--- config.mk ---
export PLATFORM = sky130hd
export DESIGN_NAME = pio_window_remap
export DESIGN_NICKNAME = d
export VERILOG_FILES = /design/src/rtl/pio_pkg.sv /design/src/rtl/pio_addr_map.sv /design/src/rtl/pio_lane_pack.sv /design/src/rtl/pio_window_remap.sv
export SDC_FILE = /design/constraint.sdc
export NUM_CORES = 1
export LEC_CHECK = 0
export BUFFER_PORTS_ARGS = -buffer_cell sky130_fd_sc_hd__buf_2
export CAP_MARGIN = 10
export CORE_MARGIN = 2
export CORE_UTILIZATION = 45
export DETAILED_ROUTE_END_ITERATION = 7
export PLACE_DENSITY = 0.78
export SYNTH_ARGS = -nofsm -noshare
export SYNTH_HDL_FRONTEND = slang
export SYNTH_SLANG_ARGS = --single-unit
--- constraint.sdc ---
create_clock -name clk_i -period 0.8 [get_ports clk_i]
set_input_delay 0.12 -clock clk_i [delete_from_list [all_inputs] [get_ports clk_i]]
set_output_delay 0.12 -clock clk_i [all_outputs]
set_load 0.005 [all_outputs]
--- src/rtl/pio_pkg.sv ---
package pio_pkg;
  typedef enum logic [1:0] {SZ_B, SZ_H, SZ_W, SZ_BAD} sz_e;

  function automatic sz_e size_decode(input logic [2:0] n);
    case (n)
      3'd1:    return SZ_B;
      3'd2:    return SZ_H;
      3'd4:    return SZ_W;
      default: return SZ_BAD;
    endcase
  endfunction
endpackage

--- src/rtl/pio_addr_map.sv ---
module pio_addr_map #(
  parameter int ADDR_W     = 32,
  parameter int WIN_LOG2   = 23,
  parameter int DENSE_BITS = 16,
  parameter int KEEP_LOW   = 5,
  parameter int PAGE_SHIFT = 12,
  parameter int PAGE_DROP  = 7
) (
  input  logic [WIN_LOG2-1:0] off_i,
  input  logic                sparse_i,
  output logic [ADDR_W-1:0]   map_o
);
  localparam int PAGE_W = WIN_LOG2 - PAGE_SHIFT;
  localparam int DST_LO = PAGE_SHIFT - PAGE_DROP;

  logic [ADDR_W-1:0] dense, sparse;

  always_comb begin
    dense  = '0;
    dense[DENSE_BITS-1:0] = off_i[DENSE_BITS-1:0];
    sparse = '0;
    sparse[KEEP_LOW-1:0] = off_i[KEEP_LOW-1:0];
    sparse[DST_LO +: PAGE_W] = sparse[DST_LO +: PAGE_W] | off_i[PAGE_SHIFT +: PAGE_W];
    map_o = sparse_i ? sparse : dense;
  end
endmodule

--- src/rtl/pio_lane_pack.sv ---
module pio_lane_pack
  import pio_pkg::*;
#(
  parameter int DATA_W = 32,
  localparam int LANES  = DATA_W / 8,
  localparam int LANE_W = $clog2(LANES)
) (
  input  sz_e                 size_i,
  input  logic [LANE_W-1:0]   lane_i,
  input  logic [DATA_W-1:0]   wdata_i,
  output logic [2*LANES-1:0]  be_o,
  output logic [2*DATA_W-1:0] data_o
);
  logic [LANES-1:0]  keep;
  logic [DATA_W-1:0] masked;

  always_comb begin
    case (size_i)
      SZ_B:    keep = LANES'(1);
      SZ_H:    keep = LANES'(3);
      SZ_W:    keep = '1;
      default: keep = '0;
    endcase
  end

  for (genvar k = 0; k < LANES; k++) begin : g_lane
    assign masked[k*8 +: 8] = keep[k] ? wdata_i[k*8 +: 8] : 8'h00;
  end

  assign be_o   = {LANES'(0), keep} << lane_i;
  assign data_o = {DATA_W'(0), masked} << (8 * lane_i);
endmodule

--- src/rtl/pio_window_remap.sv ---
module pio_window_remap
  import pio_pkg::*;
#(
  parameter int          ADDR_W     = 32,
  parameter int          DATA_W     = 32,
  parameter logic [31:0] WIN_BASE   = 32'h8000_0000,
  parameter int          WIN_LOG2   = 23,
  parameter int          DENSE_BITS = 16,
  parameter int          KEEP_LOW   = 5,
  parameter int          PAGE_SHIFT = 12,
  parameter int          PAGE_DROP  = 7,
  parameter logic [31:0] IO_BASE    = 32'h8000_0000
) (
  input  logic                clk_i,
  input  logic                rst_ni,
  input  logic                mode_i,
  input  logic                req_valid_i,
  input  logic                req_we_i,
  input  logic [ADDR_W-1:0]   req_addr_i,
  input  logic [2:0]          req_size_i,
  input  logic [DATA_W-1:0]   req_wdata_i,
  output logic                io_valid_o,
  output logic                io_we_o,
  output logic [ADDR_W-1:0]   io_addr_o,
  output logic [DATA_W/4-1:0] io_be_o,
  output logic [2*DATA_W-1:0] io_wdata_o,
  output logic                err_o
);
  localparam int LANES  = DATA_W / 8;
  localparam int LANE_W = $clog2(LANES);
  localparam int TAG_W  = ADDR_W - WIN_LOG2;

  sz_e                 size;
  logic                hit;
  logic [ADDR_W-1:0]   mapped, dst;
  logic [2*LANES-1:0]  be_n;
  logic [2*DATA_W-1:0] data_n;

  assign size = size_decode(req_size_i);
  assign hit  = req_valid_i && (req_addr_i[ADDR_W-1:WIN_LOG2] == WIN_BASE[ADDR_W-1:WIN_LOG2]);

  pio_addr_map #(
    .ADDR_W(ADDR_W), .WIN_LOG2(WIN_LOG2), .DENSE_BITS(DENSE_BITS),
    .KEEP_LOW(KEEP_LOW), .PAGE_SHIFT(PAGE_SHIFT), .PAGE_DROP(PAGE_DROP)
  ) u_map (
    .off_i   (req_addr_i[WIN_LOG2-1:0]),
    .sparse_i(mode_i),
    .map_o   (mapped)
  );

  pio_lane_pack #(.DATA_W(DATA_W)) u_pack (
    .size_i (size),
    .lane_i (req_addr_i[LANE_W-1:0]),
    .wdata_i(req_wdata_i),
    .be_o   (be_n),
    .data_o (data_n)
  );

  assign dst = IO_BASE[ADDR_W-1:0] + mapped;

  always_ff @(posedge clk_i or negedge rst_ni) begin
    if (!rst_ni) begin
      io_valid_o <= 1'b0;
      io_we_o    <= 1'b0;
      io_addr_o  <= '0;
      io_be_o    <= '0;
      io_wdata_o <= '0;
      err_o      <= 1'b0;
    end else begin
      io_valid_o <= hit && (size != SZ_BAD);
      err_o      <= hit && (size == SZ_BAD);
      if (hit && size != SZ_BAD) begin
        io_we_o    <= req_we_i;
        io_addr_o  <= {dst[ADDR_W-1:LANE_W], LANE_W'(0)};
        io_be_o    <= be_n;
        io_wdata_o <= data_n;
      end
    end
  end

  AST_ERR_NO_TXN: assert property (@(posedge clk_i) disable iff (!rst_ni)
    err_o |-> !io_valid_o);
  AST_BE_WIDTH: assert property (@(posedge clk_i) disable iff (!rst_ni)
    io_valid_o |-> ($countones(io_be_o) == 1 || $countones(io_be_o) == 2 ||
                    $countones(io_be_o) == LANES));
  AST_TXN_AFTER_REQ: assert property (@(posedge clk_i) disable iff (!rst_ni)
    io_valid_o |-> $past(req_valid_i));
  AST_WE_FOLLOWS: assert property (@(posedge clk_i) disable iff (!rst_ni)
    io_valid_o |-> io_we_o == $past(req_we_i));
  AST_ADDR_ALIGNED: assert property (@(posedge clk_i) disable iff (!rst_ni)
    io_valid_o |-> io_addr_o[LANE_W-1:0] == '0);
  AST_IN_WINDOW: assert property (@(posedge clk_i) disable iff (!rst_ni)
    (io_valid_o || err_o) |-> $past(req_addr_i[ADDR_W-1:WIN_LOG2]) == WIN_BASE[ADDR_W-1:WIN_LOG2]);
  AST_PORT_SPAN: assert property (@(posedge clk_i) disable iff (!rst_ni)
    io_valid_o |-> io_addr_o[ADDR_W-1:DENSE_BITS] == IO_BASE[ADDR_W-1:DENSE_BITS]);

  logic unused_tag;
  assign unused_tag = ^TAG_W;
endmodule

==> key figures, run 1 <==
Detailed routing
  • Antenna viol nets, final: 0
  • Iter 0 DRT Violations: approximately 370
  • Wirelength per Cell: ~18 µm
  • Vias: 4147
  • Pre-Repair DR Iteration Count: 6
  • Final Routed Wirelength: 14.0 mm
  • Vias per inst: approximately 5.3
  • DR DRC count: 0

Floorplanning
  • Vert. Die Dim: between 100 and 150 µm
  • Number of cell rows: 37
  • Initial Util: 45.9%
  • Io pins: 179
  • DIE AREA: ~11000 µm²
  • Die Wd: 106 µm
  • Core Area: between 10000 and 15000 µm²

Critical path
  • Arr. time, crit path: 1.40 ns
  • Crit-path cells: buf_2 -> nor4_4 -> nand3_1 -> nand2b_4 -> buf_12 -> mux2_4
  • Crit end category: flop
  • Setup CP Type: primary input to flop
  • Startpoint types: primary input
  • CP max stage delay: about 0.31 ns
  • CP required: around 1.1 ns
  • R2R Setup Slk: -0.21 ns
  • R2R cell count: 3
  • Reg2Reg Capture Point: io_wdata_o[20]
  • Worst path top cell family by delay: simple AND/OR/NAND/NOR gates
  • Slowest CP cell: mux2_4
  • Worst R2R Start: io_wdata_o[20]
  • CP bufs+invs: 2
  • Worst Path Max Fanout: 22

Placement
  • HPWL Detailed: around 9.8 mm
  • Port Buffers: 152
  • Pre-CTS WS: -0.747 ns
  • Area after DPL: 5910 µm²
  • Placed cells: 704
  • Routability Congestion: about 0.9

Final layout
  • Final nets: around 700
  • Share of layout cells above drive strength 1: approximately 58%
  • FF/Latch Area: about 2000 µm²
  • Area added between synthesis and finish: 47.0%
  • Commonest cells after routing, fill and taps aside: 142 x buf_2, 106 x buf_4, 81 x dfrtp_1
  • Filler cell count in the final layout: 710
  • Finished Layout Cells: about 800
  • Most common cell after layout, fill and taps aside: buf_2
  • Multi-input gate area: 2480 µm²
  • Fin area: 6900 µm²

Clock tree
  • CTS sink count: 81
  • Clk Latency, worst-skew pair: between 0.3 and 0.4 ns
  • TritonCTS clock tree: done
  • CTS Root Buffer Type: clkbuf_8
  • CTS buffer count: 9
  • Clock-pin slew on the worst setup and hold paths: approximately 0.080 ns
  • H-tree levels: 3
  • CTS Buffer Depth: 2

Logic synthesis
  • Register area share after synthesis: 43.2%
  • Yosys warns: 0
  • Mapped Cells: 387
  • Count of cell types in the netlist: 43
  • Synth Area per Inst: approximately 12 µm²
  • Asr flop ratio synth: 100%
  • Prevailing post-synth register cell: dfrtp_1
  • Post-synth EDFFs: 0
  • #FFs+latches synth: between 80 and 90
  • Synthesized area: around 4700 µm²

Power
  • Leak: ~0.004 µW
  • Max rail drop VDD: a little under 0.0007 V
  • PwrDens: approximately 1300 nW/µm²

Status
  • Failing checks: setup timing
  • Status: complete, but fails checks

STA
  • Period utilization: 144%
  • Slew Viols, Final: 0
  • Worst Clk Skew: 0 ns
  • Fin crit period: ~1.2 ns
  • Worst slew pin tran: slightly above 0.7 ns
  • Setup ws final: -0.352 ns
  • Final-report setup violation count: 161
  • Hold Violations, Final: 0
  • Max Fclk: just under 900 MHz
  • Slew margin rel.: 52.6%
  • Setup TNS: -39.88 ns
  • RSZ-0062 raised after global routing: yes

GRT
  • Pin count of the biggest net entering global routing: between 50 and 60
  • Vias in the first global route: 4029
  • First-pass GRT wire length: around 21 mm
  • GR Overflow Total: 0
  • Antenna violations before repair: 3
  • GRT Total Usage: between 20% and 30%

Worst hold path
  • Hold path cells: 3
  • Hold endpoint: io_wdata_o[5]
  • Hold Path Origin: req_wdata_i[5]
  • Hold Path Class: primary input to flop

Run
  • Max_cap viols: 0
final cells by class:
| class | instances | share of cell area, % |
|---|---|---|
| inverter | 27 | 1.47 |
| clock buffer | 13 | 2.45 |
| antenna | 1 | 0.0363 |
| multi-input combinational | 253 | 35.9 |
| timing repair buffer | 276 | 27.4 |
| sequential | 81 | 29.4 |
| clock inverter | 2 | 0.871 |
| tap | 136 | 2.47 |
cells in the mapped netlist, types with 2 or more instances:
library cell | number | share of area, %
a21oi_1 | 11 | 1.2
a221o_1 | 10 | 2.1
a222oi_1 | 6 | 1.3
and3_1 | 16 | 2.1
buf_2 | 8 | 0.85
buf_4 | 31 | 5.0
buf_6 | 7 | 1.7
clkbuf_1 | 4 | 0.32
dfrtp_1 | 81 | 43
inv_1 | 27 | 2.2
mux2_2 | 11 | 2.6
mux2_4 | 51 | 16
mux2i_1 | 41 | 8.7
nand2_1 | 9 | 0.72
nand2b_1 | 4 | 0.53
nor2_1 | 17 | 1.4
nor2b_1 | 9 | 1.2
nor4_2 | 2 | 0.53
o2bb2ai_1 | 10 | 1.9
o32ai_1 | 8 | 1.5
or2_1 | 2 | 0.27
routing by layer:
| layer | up-vias | wire length (µm) | global-route usage, % |
|---|---|---|---|
| li1 | 1862 | - | - |
| met3 | 31 | 1190 | 7.79 |
| met4 | 2 | 333 | 7.61 |
| met5 | - | 11 | 0 |
| met1 | 2048 | 5660 | 30.8 |
| met2 | 204 | 6840 | 40.8 |
power by group:
| part | internal [µW] | leakage [µW] | switching [µW] |
|---|---|---|---|
| combinational | 678 | 0.00291 | 726 |
| sequential | 4130 | 0.00100 | 21.3 |
| clock | 2000 | 0.000116 | 1470 |
| total | 6810 | 0.00403 | 2220 |
worst min-delay path, stage by stage:
cell     delay (ns)
buf_2          0.15
nand2_1        0.08
mux2i_1        0.06
worst max-delay path by stage:
stage	start	endpoint	slack, ns	cells past startpoint
after global routing	req_addr_i[27]	io_wdata_o[40]	-0.39	6
after detailed placement	req_addr_i[28]	io_wdata_o[50]	-0.75	6
final	req_addr_i[24]	io_wdata_o[50]	-0.35	6
after CTS	req_addr_i[28]	io_wdata_o[40]	-0.33	6
after global placement	req_size_i[1]	io_wdata_o[20]	-0.70	6
after floorplan	req_addr_i[24]	io_addr_o[10]	-0.59	6
per-stage QoR:
stage                     utilization (%)  power [µW]  hold WS (ns)
after floorplan                         -        4870        -0.176
after global placement               57.7        5400        0.0997
after detailed placement             57.7        5430        0.0963
after CTS                            65.3        9030        0.0702
after global routing                 67.4        9410        0.0890
final                                67.4        9030        0.0894
kinds of logic (layout without fill, tap and decap cells):
kind of cell / after synthesis / in the layout / synth area share, %
mux: 103 / 103 / 27.7
flops: 81 / 81 / 43.2
buf+inv: 78 / 318 / 10.1
simple gates: 72 / 72 / 9.60
compound gates: 50 / 50 / 8.85
xor+xnor: 2 / 2 / 0.533
other cells: 1 / 27 / 0.0799
flip-flops by register name (all words and copies together), names as in the netlist:
signal      flops
err_o           1
io_addr_o      15
io_be_o         7
io_we_o         1
io_wdata_o     56
io_valid_o      1
timing repair:
item | 4_1_cts | 5_1_grt
setup buffers | 42 | 22
endpoints found under the setup margin | 161 | 161
hold buffers | 5 | 0
endpoints found under the hold margin | 85 | 0
gates cloned | 1 | 0
resized for setup | 38 | 9
pin swaps | 5 | 5
(Power assumes the default switching activity.)
==> run 2, diff against run 1 <==
- SKIP_CTS_REPAIR_TIMING: unset -> 1
- clock period: 0.8 -> 1 ns (I/O delays scaled with it)
==> key figures, run 2 (same netlist as run 1, synthesis figures left out) <==
Final layout
  • Filler cell count in the final layout: 777 (+9.4%)
  • Multi-input gate area: 2400 µm² (-3.0%)
  • Commonest cells after routing, fill and taps aside: 146 x buf_2, 92 x buf_4, 81 x dfrtp_1
  • # diodes: 0 (-1)
  • Biggest regs: io_wdata_o x56, io_addr_o x15, io_be_o x7
  • Register with the most flip-flops: io_wdata_o
  • Area added between synthesis and finish: 41.4%
  • Final nets: 703 (-2.4%)
  • Largest register FFs: 56 (unchanged)
  • Share of layout cells above drive strength 1: 56.0% (-1.8 points)
  • Most common cell after layout, fill and taps aside: buf_2
  • FF/Latch Area: 2030 µm² (unchanged)

Floorplanning
  • Core Area: 10200 µm² (unchanged)
  • DIE AREA: 11300 µm² (unchanged)
  • Number of cell rows: 37 (unchanged)
  • Vert. Die Dim: 106 µm (unchanged)
  • Initial Util: 45.9% (unchanged)
  • Io pins: 179 (unchanged)
  • Die Wd: 106 µm (unchanged)

Critical path
  • CP bufs+invs: 2 (unchanged)
  • Startpoint types: primary input
  • Setup CP Type: primary input to flop
  • Slowest CP cell: or4b_4
  • Worst Path Max Fanout: 8 (-64%)
  • Worst path top cell family by delay: simple AND/OR/NAND/NOR gates
  • CP max stage delay: 0.58 ns (+0.27 ns)
  • Arr. time, crit path: 1.45 ns (+0.05 ns)
  • CP required: 1.27 ns (+0.22 ns)
  • Crit end category: flop
  • Crit-path cells: buf_12 -> or4b_4 -> buf_8 -> nor2_8 -> a222oi_1 -> mux2i_1

STA
  • Max Fclk: ~840 MHz
  • Worst Clk Skew: 0 ns (unchanged)
  • Setup TNS: -10.89 ns (+28.99 ns)
  • Fin crit period: approximately 1.2 ns
  • Hold Violations, Final: 0 (unchanged)
  • Period utilization: 118%
  • Slew Viols, Final: 0 (unchanged)
  • Hold_ws: 0.0287 ns (-0.0606 ns)
  • RSZ-0062 raised after global routing: yes
  • Final-report setup violation count: 147 (-8.7%)
  • Setup ws final: -0.184 ns (+0.168 ns)

Detailed routing
  • Vias per inst: 5.11 (-2.8%)
  • Antenna viol nets, final: 0 (unchanged)
  • Final Routed Wirelength: 13.4 mm (-4.4%)
  • Pre-Repair DR Iteration Count: 5 (-1)
  • DR DRC count: 0 (unchanged)
  • Iter 0 DRT Violations: 206 (-44%)
  • Wirelength per Cell: 17.4 µm (-2.1%)
  • Vias: 3934 (-5.1%)

Clock tree
  • CTS sink count: 81 (unchanged)
  • Clock-pin slew on the worst setup and hold paths: 0.08 ns (about the same)
  • CTS buffer count: 9 (unchanged)
  • CTS Root Buffer Type: clkbuf_8
  • Clk Latency, worst-skew pair: 0.35 ns (about the same)
  • TritonCTS clock tree: done
  • H-tree levels: 3 (unchanged)
  • CTS Buffer Depth: 2 (unchanged)

Placement
  • HPWL Detailed: 9.60 mm (-2.2%)
  • Port Buffers: 152 (unchanged)
  • Pre-CTS WS: -0.559 ns (+0.189 ns)
  • Routability Congestion: 0.923 (about the same)

Run
  • Max_cap viols: 0 (unchanged)

Power
  • PwrDens: 1000 nW/µm² (-23%)
  • Max rail drop VDD: 0.000691 V (+2.4%)
  • Leak: 0.00390 µW (-3.1%)

GRT
  • Antenna violations before repair: 3 (unchanged)
  • First-pass GRT wire length: 19.2 mm (-9.9%)
  • Pin count of the biggest net entering global routing: 36 (-32%)
  • Vias in the first global route: 3790 (-5.9%)
  • GRT Total Usage: 21.9% (-2.8 points)
  • GR Overflow Total: 0 (unchanged)

Status
  • Failing checks: setup timing
  • Status: complete, but fails checks

Worst hold path
  • Hold Path Class: primary input to flop
-- run 2: cell count changes in the layout (fill, tap and decap cells not counted), sizes merged --
cell         delta
diode           -1
buf            -15
dlygate4sd3     -4
bufinv          -1
clkinv          +2
-- run 2: area by class of cell --
cell class | instances | share of cell area [%]
Clock buffer | 11 | 1.98
Clock inverter | 3 | 0.660
Inverter | 27 | 1.53
Multi-Input combinational cell | 253 | 36.2
Sequential cell | 81 | 30.5
Tap cell | 136 | 2.56
Timing Repair Buffer | 259 | 26.5
-- run 2: worst paths after layout --
check / slack [ns] / startpoint / endpoint / cells after the start
min in group asynchronous: 0.21 / rst_ni / io_be_o[0] / 2
max in group asynchronous: 0.30 / rst_ni / io_be_o[1] / 3
max reg2reg: 0.07 / io_wdata_o[33] / io_wdata_o[33] / 2
min reg2reg: 0.48 / io_addr_o[31] / io_addr_o[31] / 1
min: 0.03 / req_we_i / io_we_o / 2
max: -0.18 / req_size_i[1] / io_wdata_o[16] / 6
-- run 2: per-layer routing --
metal | part of all wire [%] | vias to the layer above | wire length, µm | GRT usage [%]
met5 | 0.25 | - | 33 | 0
met1 | 42 | 1912 | 5690 | 28.3
li1 | - | 1823 | - | -
met3 | 7.7 | 31 | 1040 | 6.99
met2 | 47 | 164 | 6350 | 34.4
met4 | 2.2 | 4 | 301 | 7.99
-- run 2: power breakdown --
part,switching (µW),total (µW),internal (µW)
clock network,1170,2300,1130
logic,540,1050,506
registers,16.9,3320,3300
total,1730,6670,4940
-- run 2: per-stage QoR --
| stage | cells | total power (µW) | utilization, % | cell area (µm²) |
|---|---|---|---|---|
| after global routing | 770 | 6960 | 64.9 | 6640 |
| after floorplan | 412 | 3900 | - | 4880 |
| after CTS | 711 | 6610 | 58.8 | 6020 |
| after global placement | 697 | 4310 | 57.1 | 5840 |
| final | 770 | 6670 | 64.9 | 6640 |
| after detailed placement | 697 | 4330 | 57.1 | 5840 |
==> run 3, diff against run 2 <==
- ABC_AREA: unset -> 1
- CORE_UTILIZATION: 45 -> 44
==> key figures, run 3 <==
Logic synthesis
  • Cell taking the most area after synthesis: dfrtp_1
  • Yosys warns: 0 (unchanged)
  • Register area share after synthesis: 47.0% (+3.8 points)
  • #FFs+latches synth: 81 (unchanged)
  • Top post-synthesis cells by area: dfrtp_1 47%, nand2_1 25%, buf_4 5.1%
  • Post-synth EDFFs: 0 (unchanged)
  • Top cell type's share of synthesized area: 47.0% (+3.8 points)
  • Post-synthesis compound-gate area fraction: 3.95% (-4.9 points)
  • Asr flop ratio synth: 100% (unchanged)
  • Synthesized area: 4310 µm² (-8.2%)
  • Post-synthesis mux area share: 2.56% (-25 points)
  • Count of cell types in the netlist: 25 (-42%)
  • Synth Area per Inst: 7.52 µm² (-38%)
  • Post-synthesis simple-gate area fraction: 35.9% (+26 points)
  • Most frequent cells after synthesis: 282 x nand2_1, 81 x dfrtp_1, 39 x nand3_1
  • Post-synthesis adder-cell area fraction: 0% (unchanged)
  • Count leader, synth: nand2_1
  • Mapped Cells: 573 (+48%)
  • Largest family of logic cells by synthesized area: simple AND/OR/NAND/NOR gates
  • Prevailing post-synth register cell: dfrtp_1
  • Post-Synth XOR/XNOR Area: 0% (-0.53 points)

Floorplanning
  • Die Wd: 103 µm (-3.0%)
  • Number of cell rows: 36 (-2.7%)
  • DIE AREA: 10600 µm² (-5.9%)
  • Core Area: 9640 µm² (-5.8%)
  • Vert. Die Dim: 103 µm (-3.0%)
  • Initial Util: 44.7% (-1.2 points)
  • Io pins: 179 (unchanged)

STA
  • Fin crit period: 1.06 ns (-0.119 ns)
  • Setup TNS: -2.37 ns (+8.52 ns)
  • RSZ-0062 raised after global routing: yes
  • Period utilization: 106% (-12 points)
  • Slew Viols, Final: 0 (unchanged)
  • Worst Clk Skew: 0 ns (unchanged)
  • Setup ws final: -0.0649 ns (+0.119 ns)
  • Hold Violations, Final: 0 (unchanged)
  • Final-report setup violation count: 101 (-31%)
  • Max Fclk: 939 MHz (+11%)

Placement
  • Routability Congestion: 0.887 (-3.9%)
  • HPWL Detailed: 9.97 mm (+3.8%)
  • Port Buffers: 152 (unchanged)
  • Pre-CTS WS: -0.433 ns (+0.126 ns)

Clock tree
  • Clk Latency, worst-skew pair: 0.35 ns (about the same)
  • Clock-pin slew on the worst setup and hold paths: 0.09 ns (about the same)
  • CTS sink count: 81 (unchanged)
  • TritonCTS clock tree: done
  • H-tree levels: 3 (unchanged)
  • CTS buffer count: 9 (unchanged)
  • CTS Root Buffer Type: clkbuf_8
  • CTS Buffer Depth: 2 (unchanged)

Detailed routing
  • Antenna viol nets, final: 0 (unchanged)
  • Top sig layer: met4
  • Wire length on met3: 1.09 mm (+5.1%)
  • Vias: 4623 (+18%)
  • DR DRC count: 0 (unchanged)
  • DR WL met2: 6.64 mm (+4.6%)
  • Final Routed Wirelength: 13.7 mm (+1.8%)
  • Pre-Repair DR Iteration Count: 5 (unchanged)
  • Iter 0 DRT Violations: 218 (+5.8%)
  • Wirelength per Cell: 14.5 µm (-17%)
  • Vias per inst: 4.92 (-3.6%)
  • Met1 Wirelength: 5.61 mm (-1.5%)

Final layout
  • Multi-input gate area: 2150 µm² (-10%)
  • Commonest cells after routing, fill and taps aside: 269 x nand2_1, 146 x buf_2, 81 x dfrtp_1
  • Final nets: 873 (+24%)
  • Biggest regs: io_wdata_o x56, io_addr_o x15, io_be_o x7
  • Register with the most flip-flops: io_wdata_o
  • Share of layout cells above drive strength 1: 38.0% (-18 points)
  • Largest register FFs: 56 (unchanged)
  • Filler cell count in the final layout: 877 (+13%)
  • FF/Latch Area: 2030 µm² (unchanged)
  • Most common cell after layout, fill and taps aside: nand2_1
  • # diodes: 0 (unchanged)
  • Area added between synthesis and finish: 46.1%

GRT
  • Antenna violations before repair: 0 (-3)
  • Pin count of the biggest net entering global routing: 47 (+31%)
  • GRT Total Usage: 23.5% (+1.6 points)
  • Vias in the first global route: 3989 (+5.3%)
  • First-pass GRT wire length: 18.9 mm (-1.5%)
  • GR Overflow Total: 0 (unchanged)

Critical path
  • Worst path top cell family by delay: flip-flops
  • Worst Path Max Fanout: 2 (-6)
  • Crit end category: output port
  • CP max stage delay: 0.41 ns (-0.17 ns)
  • Startpoint types: flop
  • Crit-path cells: buf_2
  • CP bufs+invs: 1 (-1)
  • Setup CP Type: flop to output port
  • Arr. time, crit path: 0.91 ns (-0.54 ns)
  • Slowest CP cell: dfrtp_1
  • CP required: 0.85 ns (-0.42 ns)

Status
  • Status: complete, but fails checks
  • Failing checks: setup timing

Run
  • Max_cap viols: 0 (unchanged)

Worst hold path
  • Hold Path Class: primary input to flop

Power
  • Leak: 0.00388 µW (-0.54%)
  • Max rail drop VDD: 0.000556 V (-19%)
  • PwrDens: 1020 nW/µm² (+1.4%)
  • Tot Pwr: 6420 µW (-3.8%)
[run 3: cell count changes in the layout (fill, tap and decap cells not counted), sizes merged, moves of 24 or more]
cell / before / now
nand4: 0 / 24
nand3: 1 / 40
o21ai: 1 / 26
nand2: 9 / 285
mux2i: 41 / 11
mux2: 62 / 0
[run 3: cell families (layout without fill, tap and decap cells)]
kind of cell / count (synthesis) / count (layout)
AND/OR/NAND/NOR: 366 / 366
flip-flops: 81 / 81
buffers and inverters: 80 / 288
AO/OA/AOI/OAI: 34 / 34
multiplexers: 11 / 11
other: 1 / 26
[run 3: cell type report]
type,instances,share of cell area [%]
multi-input combinational,437,34.2
tap,133,2.64
clock inverter,4,0.457
clock buffer,12,2.31
inverter,22,1.35
sequential,81,32.2
timing repair buffer,250,26.8
[run 3: per-stage QoR]
stage	hold WS (ns)	utilization, %	cell area [µm²]	instances
after floorplan	-0.146	-	4530	598
after detailed placement	0.0540	56.8	5470	870
after global placement	0.0470	56.8	5470	870
after global routing	0.0352	65.3	6300	939
final	0.0525	65.3	6300	939
after CTS	-0.345	58.6	5650	886
[run 3: final timing paths]
path / from / end / slack, ns / cells past startpoint
min in group asynchronous: rst_ni / io_wdata_o[28] / 0.21 / 2
max in group asynchronous: rst_ni / io_be_o[4] / 0.34 / 3
worst min-delay path: req_wdata_i[24] / io_wdata_o[48] / 0.05 / 3
worst min register to register: io_we_o / io_we_o / 0.48 / 2
worst max register to register: io_addr_o[31] / io_addr_o[31] / 0.16 / 2
worst max-delay path: io_wdata_o[28] / io_wdata_o[28] / -0.06 / 1
[run 3: report_power, final]
group          switching (µW)  internal, µW
Sequential               6.62          3280
Combinational             546           400
Clock                    1210           972
[run 3: metal layers]
layer | up-vias | global-route usage (%)
met2 | 223 | 38.3
met1 | 2151 | 31.4
met4 | 0 | 8.60
li1 | 2223 | -
met5 | - | 0
met3 | 26 | 4.41
